--- src/rtl/opstack_unit.sv ---
module opstack_unit #(
  parameter int W     = 16,
  parameter int DEPTH = 8,
  parameter int BASE  = 16
) (
  input  logic                                clk,
  input  logic                                rst_n,
  input  logic                                cmd_valid,
  input  logic [1:0]                          cmd_op,
  input  logic [W-1:0]                        cmd_data,
  output logic                                cmd_ready,
  output logic                                done,
  output logic [W-1:0]                        res_data,
  output logic                                ovf,
  output logic                                unf,
  output logic [$clog2(BASE+DEPTH+1)-1:0]     stk_ptr
);

  localparam int AW = $clog2(BASE+DEPTH+1);
  localparam int IW = (DEPTH > 1) ? $clog2(DEPTH) : 1;
  localparam logic [AW-1:0] SP_BASE = AW'(BASE);
  localparam logic [AW-1:0] SP_TOP  = AW'(BASE + DEPTH);
  localparam logic [1:0] OP_PUSH = 2'b00;
  localparam logic [1:0] OP_POP  = 2'b01;
  localparam logic [1:0] OP_ADD  = 2'b10;

  typedef enum logic [1:0] {S_IDLE, S_POP, S_ADD_B, S_ADD_W} st_t;

  st_t            state;
  logic [AW-1:0]  sp;
  logic [W-1:0]   opa;
  logic [W-1:0]   mem [DEPTH];
  logic [W-1:0]   m_rdata;
  logic           m_we, m_re;
  logic [AW-1:0]  m_addr;
  logic [W-1:0]   m_wdata;
  logic [IW-1:0]  m_idx;
  logic [W-1:0]   sum;

  wire accept  = cmd_valid && cmd_ready;
  wire is_push = cmd_op == OP_PUSH;
  wire is_pop  = cmd_op == OP_POP;
  wire is_add  = cmd_op == OP_ADD;
  wire full    = sp == SP_TOP;
  wire empty   = sp == SP_BASE;
  wire lt2     = (sp - SP_BASE) < AW'(2);

  assign cmd_ready = state == S_IDLE;
  assign stk_ptr   = sp;
  assign sum       = opa + m_rdata;
  assign m_idx     = IW'(m_addr - SP_BASE);

  always_comb begin
    m_we    = 1'b0;
    m_re    = 1'b0;
    m_addr  = sp;
    m_wdata = cmd_data;
    case (state)
      S_IDLE: if (accept) begin
        if (is_push && !full) m_we = 1'b1;
        if ((is_pop && !empty) || (is_add && !lt2)) begin
          m_re   = 1'b1;
          m_addr = sp - AW'(1);
        end
      end
      S_ADD_B: begin
        m_re   = 1'b1;
        m_addr = sp - AW'(2);
      end
      S_ADD_W: begin
        m_we    = 1'b1;
        m_addr  = sp - AW'(2);
        m_wdata = sum;
      end
      default: ;
    endcase
  end

  always_ff @(posedge clk) begin
    if (m_we) mem[m_idx] <= m_wdata;
    else if (m_re) m_rdata <= mem[m_idx];
  end

  always_ff @(posedge clk or negedge rst_n) begin
    if (!rst_n) begin
      state    <= S_IDLE;
      sp       <= SP_BASE;
      opa      <= '0;
      res_data <= '0;
      done     <= 1'b0;
      ovf      <= 1'b0;
      unf      <= 1'b0;
    end else begin
      done <= 1'b0;
      ovf  <= 1'b0;
      unf  <= 1'b0;
      case (state)
        S_IDLE: if (accept) begin
          if (is_push) begin
            done <= 1'b1;
            if (full) ovf <= 1'b1;
            else sp <= sp + AW'(1);
          end else if (is_pop) begin
            if (empty) begin
              done <= 1'b1;
              unf  <= 1'b1;
            end else state <= S_POP;
          end else if (is_add) begin
            if (lt2) begin
              done <= 1'b1;
              unf  <= 1'b1;
            end else state <= S_ADD_B;
          end
        end
        S_POP: begin
          res_data <= m_rdata;
          sp       <= sp - AW'(1);
          done     <= 1'b1;
          state    <= S_IDLE;
        end
        S_ADD_B: begin
          opa   <= m_rdata;
          state <= S_ADD_W;
        end
        S_ADD_W: begin
          res_data <= sum;
          sp       <= sp - AW'(1);
          done     <= 1'b1;
          state    <= S_IDLE;
        end
        default: state <= S_IDLE;
      endcase
    end
  end

  AST_PTR_RANGE: assert property (@(posedge clk) disable iff (!rst_n)
    sp >= SP_BASE && sp <= SP_TOP);
  AST_PUSH_STEP: assert property (@(posedge clk) disable iff (!rst_n)
    accept && is_push && !full |=> sp == $past(sp) + AW'(1) && done && !ovf);
  AST_NO_OVERFLOW: assert property (@(posedge clk) disable iff (!rst_n)
    accept && is_push && full |=> $stable(sp) && ovf && done);
  AST_POP_UNDERFLOW: assert property (@(posedge clk) disable iff (!rst_n)
    accept && is_pop && empty |=> $stable(sp) && unf && done);
  AST_ADD_UNDERFLOW: assert property (@(posedge clk) disable iff (!rst_n)
    accept && is_add && lt2 |=> $stable(sp) && unf && done);
  AST_BUSY_READY: assert property (@(posedge clk) disable iff (!rst_n)
    accept && ((is_pop && !empty) || (is_add && !lt2)) |=> !cmd_ready);
  AST_ADD_NET: assert property (@(posedge clk) disable iff (!rst_n)
    state == S_ADD_W |=> sp == $past(sp) - AW'(1) && done);
  AST_FLAG_DONE: assert property (@(posedge clk) disable iff (!rst_n)
    (ovf || unf) |-> done && !(ovf && unf));
  AST_RESERVED_IGNORED: assert property (@(posedge clk) disable iff (!rst_n)
    accept && cmd_op == 2'b11 |=> !done && $stable(sp));

endmodule

--- config.mk ---
export PLATFORM = sky130hd
export DESIGN_NAME = opstack_unit
export DESIGN_NICKNAME = d
export VERILOG_FILES = /design/src/rtl/opstack_unit.sv
export SDC_FILE = /design/constraint.sdc
export NUM_CORES = 1
export LEC_CHECK = 0
export ABC_AREA = 1
export ABC_CLOCK_PERIOD_IN_PS = 2700
export BUFFER_PORTS_ARGS = -buffer_cell sky130_fd_sc_hd__buf_2
export CORE_ASPECT_RATIO = 0.5
export CORE_MARGIN = 2
export CORE_UTILIZATION = 55
export DETAILED_ROUTE_END_ITERATION = 8
export PLACE_DENSITY = 0.8
export SLEW_MARGIN = 0
export SYNTH_ARGS = -nofsm -noshare
export SYNTH_HDL_FRONTEND = slang
export SYNTH_SLANG_ARGS = --single-unit
--- constraint.sdc ---
create_clock -name clk -period 2.7 [get_ports clk]
set_input_delay 0.405 -clock clk [delete_from_list [all_inputs] [get_ports clk]]
set_output_delay 0.405 -clock clk [all_outputs]
set_load 0.02 [all_outputs]
After elaboration in Yosys (flattened, before gate mapping)
Memory sizes are Yosys's and may differ from the RTL's. A register that Yosys moved wholly into a read port is not among the register bits. Cells that the tools add are included.

Logic and storage cells: 85. Bits in read-only memories: 0. Bits in latches: 0. Bits of input ports: 21. Memories kept: 1. Register bits: 42. Memory bits (writable): 128.

$mul: 0. $lt $le $gt $ge: 1. Bitwise logic cells: 1. Add/sub/neg operators: 6. Shift operators: 0. Equal/unequal tests: 14. Divide/modulo/power cells: 0. Reduce and logical (&&, ||, !) cells: 17. Muxes and demuxes: 38.

Memory list: mem (words 8, bits a word 16, read ports 1, clocked after memory_dff 1, write ports 1, line 32) `logic [W-1:0] mem [DEPTH];`.

Operator list (count): 16-bit one-hot mux with 2 select lines (1); 1-bit two-way mux (19); 16-bit adder (1); 16-bit two-way mux (1); 5-bit two-way mux (3); 2-bit two-way mux (6); 5-bit == test, second input constant (2); 5-bit one-hot mux with 2 select lines (1); 2-bit == test, second input constant (3); 3-bit two-way mux (2); 3-bit inequality test, second input constant (2); 1-bit one-hot mux with 2 select lines (3); 2-bit one-hot mux with 3 select lines (1); 3-bit one-hot mux with 2 select lines (1); 5-bit by 1-bit adder with 5-bit output, second input constant (1); 5-bit by 2-bit less-than comparator with 1-bit output, second input constant (1); 5-bit AND reduction (1); 5-bit by 1-bit subtractor with 5-bit output, second input constant (1); 5-bit subtractor, second input constant (1); 2-bit by 1-bit == test with 1-bit output, second input constant (2); 1-bit logical AND (4); 2-bit logical NOT (2); 2-bit by 1-bit inequality test with 1-bit output, second input constant (2); 2-bit inequality test, second input constant (2); 10 further kinds (14).

Logic depth before layout (Yosys ltp)
Word-level depth: 9. Mapped depth: 18. Mapped depth without buffers: 16.

Worst setup path after synthesis
Ideal clock, no wire load.

Path type: register to register. Start: register sp[1], in the netlist stk_ptr[1]. End: memory mem[1][0] (enable). Setup slack: -182 ps. Arrival: 2494 ps. Setup time: 388 ps. Clock period less this slack: 2882 ps. Stages on the path, launching flop included: 14. Path through: dfrtp_1 > inv_1 > ha_1 > inv_1 > nor2_1 > nand2_1 > nand2_1 > nand2_2 > nand3_2 > nand2_2 > buf_6 > buf_2 > nand3_1 > nor2_1.

Word-level cells in the longest chain between the ends: 9. Elaborated cells between the ends (all ways): 22. Those cells by class: add/sub: 4; order compare: 1; eq/ne: 2; mux: 8; reduce/logical: 7.

RTL lines: start: declaration (line 30) `logic [AW-1:0] sp;`; start signal: assignment (line 102) `else sp <= sp + AW'(1);`; start signal: assignment (line 117) `sp <= sp - AW'(1);`; start signal: assignment (line 127) `sp <= sp - AW'(1);`; 5-bit subtractor (line 46) `wire lt2 = (sp - SP_BASE) < AW'(2);`; 5-bit by 2-bit less-than comparator with 1-bit output (line 46); 1-bit logical NOT (line 61) `if ((is_pop && !empty) || (is_add && !lt2)) begin`; 1-bit logical AND (line 61); 1-bit logical OR (line 61); 3-bit two-way mux (line 61); 3-bit two-way mux (line 59) `S_IDLE: if (accept) begin`; 3-bit one-hot mux with 2 select lines (line 58) `case (state)`; 3-bit by 1-bit subtractor with 3-bit output (line 51) `assign m_idx = IW'(m_addr - SP_BASE);`; end: declaration (line 32).

Parallel ways exist; a longest one is shown, timed or not.

Final worst setup path
Start: register m_rdata[0], read port of mem. End: memory mem[1][8], data pin.

Word-level cells in the longest chain between the ends: 2.

RTL lines: start: declaration (line 33) `logic [W-1:0] m_rdata;`; 16-bit adder (line 50) `assign sum = opa + m_rdata;`; 16-bit two-way mux (line 58); named net m_wdata[8] (line 36) `logic [W-1:0] m_wdata;`.

The timed path passes the listed nets, and every way through them passes these cells.

==> run_results.csv <==
group,metric,value,unit
sta,setup_violations,0,
finish,drive_above_1_share,14.4,%
finish,syn2layout_area_growth,14.7,%
status,status,"finished, final reports clean",
clocking,cts_setup_buffers,0,
synth,yosysTopAreaCellShare,48.5,%
global_routing,grt_pass1_vias,6729,
place,dp_hpwl,14900,µm
die,initial_core_util,57.1,%
synth,synth_top_area_cell,"edfxtp_1",
die,die_w,184,µm
finish,fin_area,10200,µm²
synth,ys_async_sr_fraction,22.6,%
power_and_ir_drop,vdd_ir_drop_max,0.731,mV
global_routing,grt_pass1_wl,35500,µm
synth,synth_edf_count,144,
die,dieHeight,94.1,µm
worst_setup_path,worstSetupStartpointType,"flop",
worst_setup_path,cp_max_fo,8,
power_and_ir_drop,power.leakage,0.00463,µW
die,core-area,15600,µm²
place,portBuffers,45,
detailed_routing,initialDrtViolationCount,851,
run,drv_cap,0,
place,placed_area,9550,µm²
clocking,path_clk_slew,0.08,ns
clocking,cts_root_buf,"clkbuf_16",
detailed_routing,wl,22000,µm
die,placement_rows,32,
worst_setup_path,end_kind,"flop",
sta,finalHoldViolations,0,
power_and_ir_drop,powerDensity,1370,nW/µm²
synth,synth_seq_cells,186,
sta,tns,0,ns
finish,n_fill_cell,1181,
synth,syn-num-nets,998,
sta,clock_skew,0.0115,ns
detailed_routing,ant_nets,0,
clocking,cts_made_buffers,17,
place,place_congestion,0.918,
clocking,clk_latency,0.44,ns
global_routing,antenna_found_initial,0,
die,die_area,17300,µm²
clocking,clockBufferDepth,2,
synth,yosysUniqueCellTypes,39,
synth,synth_common_cells,"nand2_1 (411), edfxtp_1 (144), nand3_1 (85)",
die,io_pins,46,
clocking,h-tree-depth,4,
global_routing,grt_usage,27.3,%
sta,drv_slew,0,
detailed_routing,vias,7029,
finish,nets,1063,
sta,max_freq,388,MHz
global_routing,grt_overflow,0,
synth,ys_warn_count,0,
sta,min_period_over_period,95.5,%
clocking,clock_sinks,186,
synth,seq_area_frac_synth,60.3,%
sta,tightest_slew,0.997,ns
finish,utilization,65.5,%
detailed_routing,first_pass_iters,5,
detailed_routing,via_per_inst,5.70,
synth,synth.avg_cell_area,9.38,µm²
synth,synthCells,951,
finish,diodes,0,
worst_setup_path,crit_arrival,2.67,ns
synth,synthFlopType,"edfxtp_1",
worst_setup_path,worstPathRequired,2.79,ns
global_routing,grt_max_degree,43,
hold_path,min_path_type,"input port to asynchronous set/reset pin",
worst_setup_path,setup.worst_path.class,"flop to flop",
detailed_routing,wire_per_inst,17.9,µm
synth,synth_area_leaders,"edfxtp_1 (48%), nand2_1 (17%), dfrtp_1 (11%), nand3_1 (4.8%), ha_1 (3.5%)",
synth,netlist_area,8920,µm²
synth,yosysMostFrequentCell,"nand2_1",
sta,timing.slew.headroom,33.5,%
detailed_routing,drc,0,
sta,fin_crit,2.58,ns
clocking,tritoncts,"done",
## cell usage in the layout, fill, tap and decap left out, drive strengths merged, types with 2 or more instances in the layout
cell type / instances
clkinv: 10
nand2: 417
xnor2: 2
ha: 25
dfrtp: 41
clkbuf: 17
a21o: 3
inv: 42
o21ai: 36
edfxtp: 144
nor3: 3
nand4: 6
nor2: 49
nand3b: 3
xor2: 6
a21oi: 43
nand3: 87
buf: 86
## path summary, 6_finish.rpt
kind	cells after the start	start	slack [ns]	end
max	12	m_rdata[0]$_DFFE_PP_	0.12	mem[1][8]$_DFFE_PP_
min	1	rst_n	0.12	unf$_DFF_PN0_
max reg2reg	12	m_rdata[0]$_DFFE_PP_	0.12	mem[1][8]$_DFFE_PP_
min reg2reg	2	opa[13]$_DFFE_PN0P_	0.48	opa[13]$_DFFE_PN0P_
max in group asynchronous	1	rst_n	1.95	res_data[11]$_DFFE_PN0N_
min in group clk	4	cmd_op[1]	0.29	ovf$_DFF_PN0_
## kinds of logic after synthesis
group	count (synthesis)	share of synthesized area, %
xor gates and xnor gates	8	0.785
and+or+nand+nor	566	26.1
AOI/OAI and AO/OA	87	5.13
adders and majority gates	26	3.73
DFF	186	60.3
buffers and inverters	78	4.01
## layer usage
metal  track usage, %  wire length [µm]  up-vias
met5                0                 0        -
met4             10.9               451        0
met3             6.01              2420       47
met2             40.8              9650      394
met1             39.0              9530     3289
li1                 -                 -     3299
## worst max-delay path: stages, from the launching register on
cell	delay, ns
edfxtp_1	0.38
ha_1	0.19
inv_1	0.07
fa_1	0.38
inv_1	0.10
nand3_1	0.08
nand2_1	0.11
buf_4	0.13
nand2_1	0.05
nand2_1	0.14
a21oi_1	0.08
o21ai_0	0.18
nand2_1	0.35
## final cells by class
cell class / count / area [µm²] / area share (%)
clock inverter: 15 / 220 / 2.15
tap: 204 / 255 / 2.49
timing repair buffer: 86 / 609 / 5.95
clock buffer: 17 / 425 / 4.16
multi-input combinational: 687 / 3200 / 31.3
inverter: 38 / 144 / 1.41
sequential: 186 / 5380 / 52.5
## report_power, final
part	internal, µW	total [µW]	switching [µW]
registers	3990	4370	373
logic	2190	7040	4850
clock network	1360	2630	1270
## metrics by stage
step	hold slack [ns]	std cells	setup slack [ns]	power, µW
2_1_floorplan	0.109	951	-0.182	9100
3_3_place_gp	0.461	1201	0.238	11000
3_5_place_dp	0.469	1201	0.178	11200
4_1_cts	0.161	1233	0.113	13900
5_1_grt	0.200	1233	-0.0191	15000
6_report	0.117	1233	0.123	14000
## state kept, by name, summed over array words and instances (netlist names)
| name | cells |
|---|---|
| ovf | 1 |
| state | 2 |
| res_data | 16 |
| done | 1 |
| unf | 1 |
| m_rdata | 16 |
| stk_ptr | 5 |
| opa | 16 |
| mem | 128 |
## what timing repair did
item,in CTS,in global routing
endpoints found under the setup margin,0,120
hold buffers,0,0
gates resized for setup,0,12
Power figures use the tool's default switching activity.
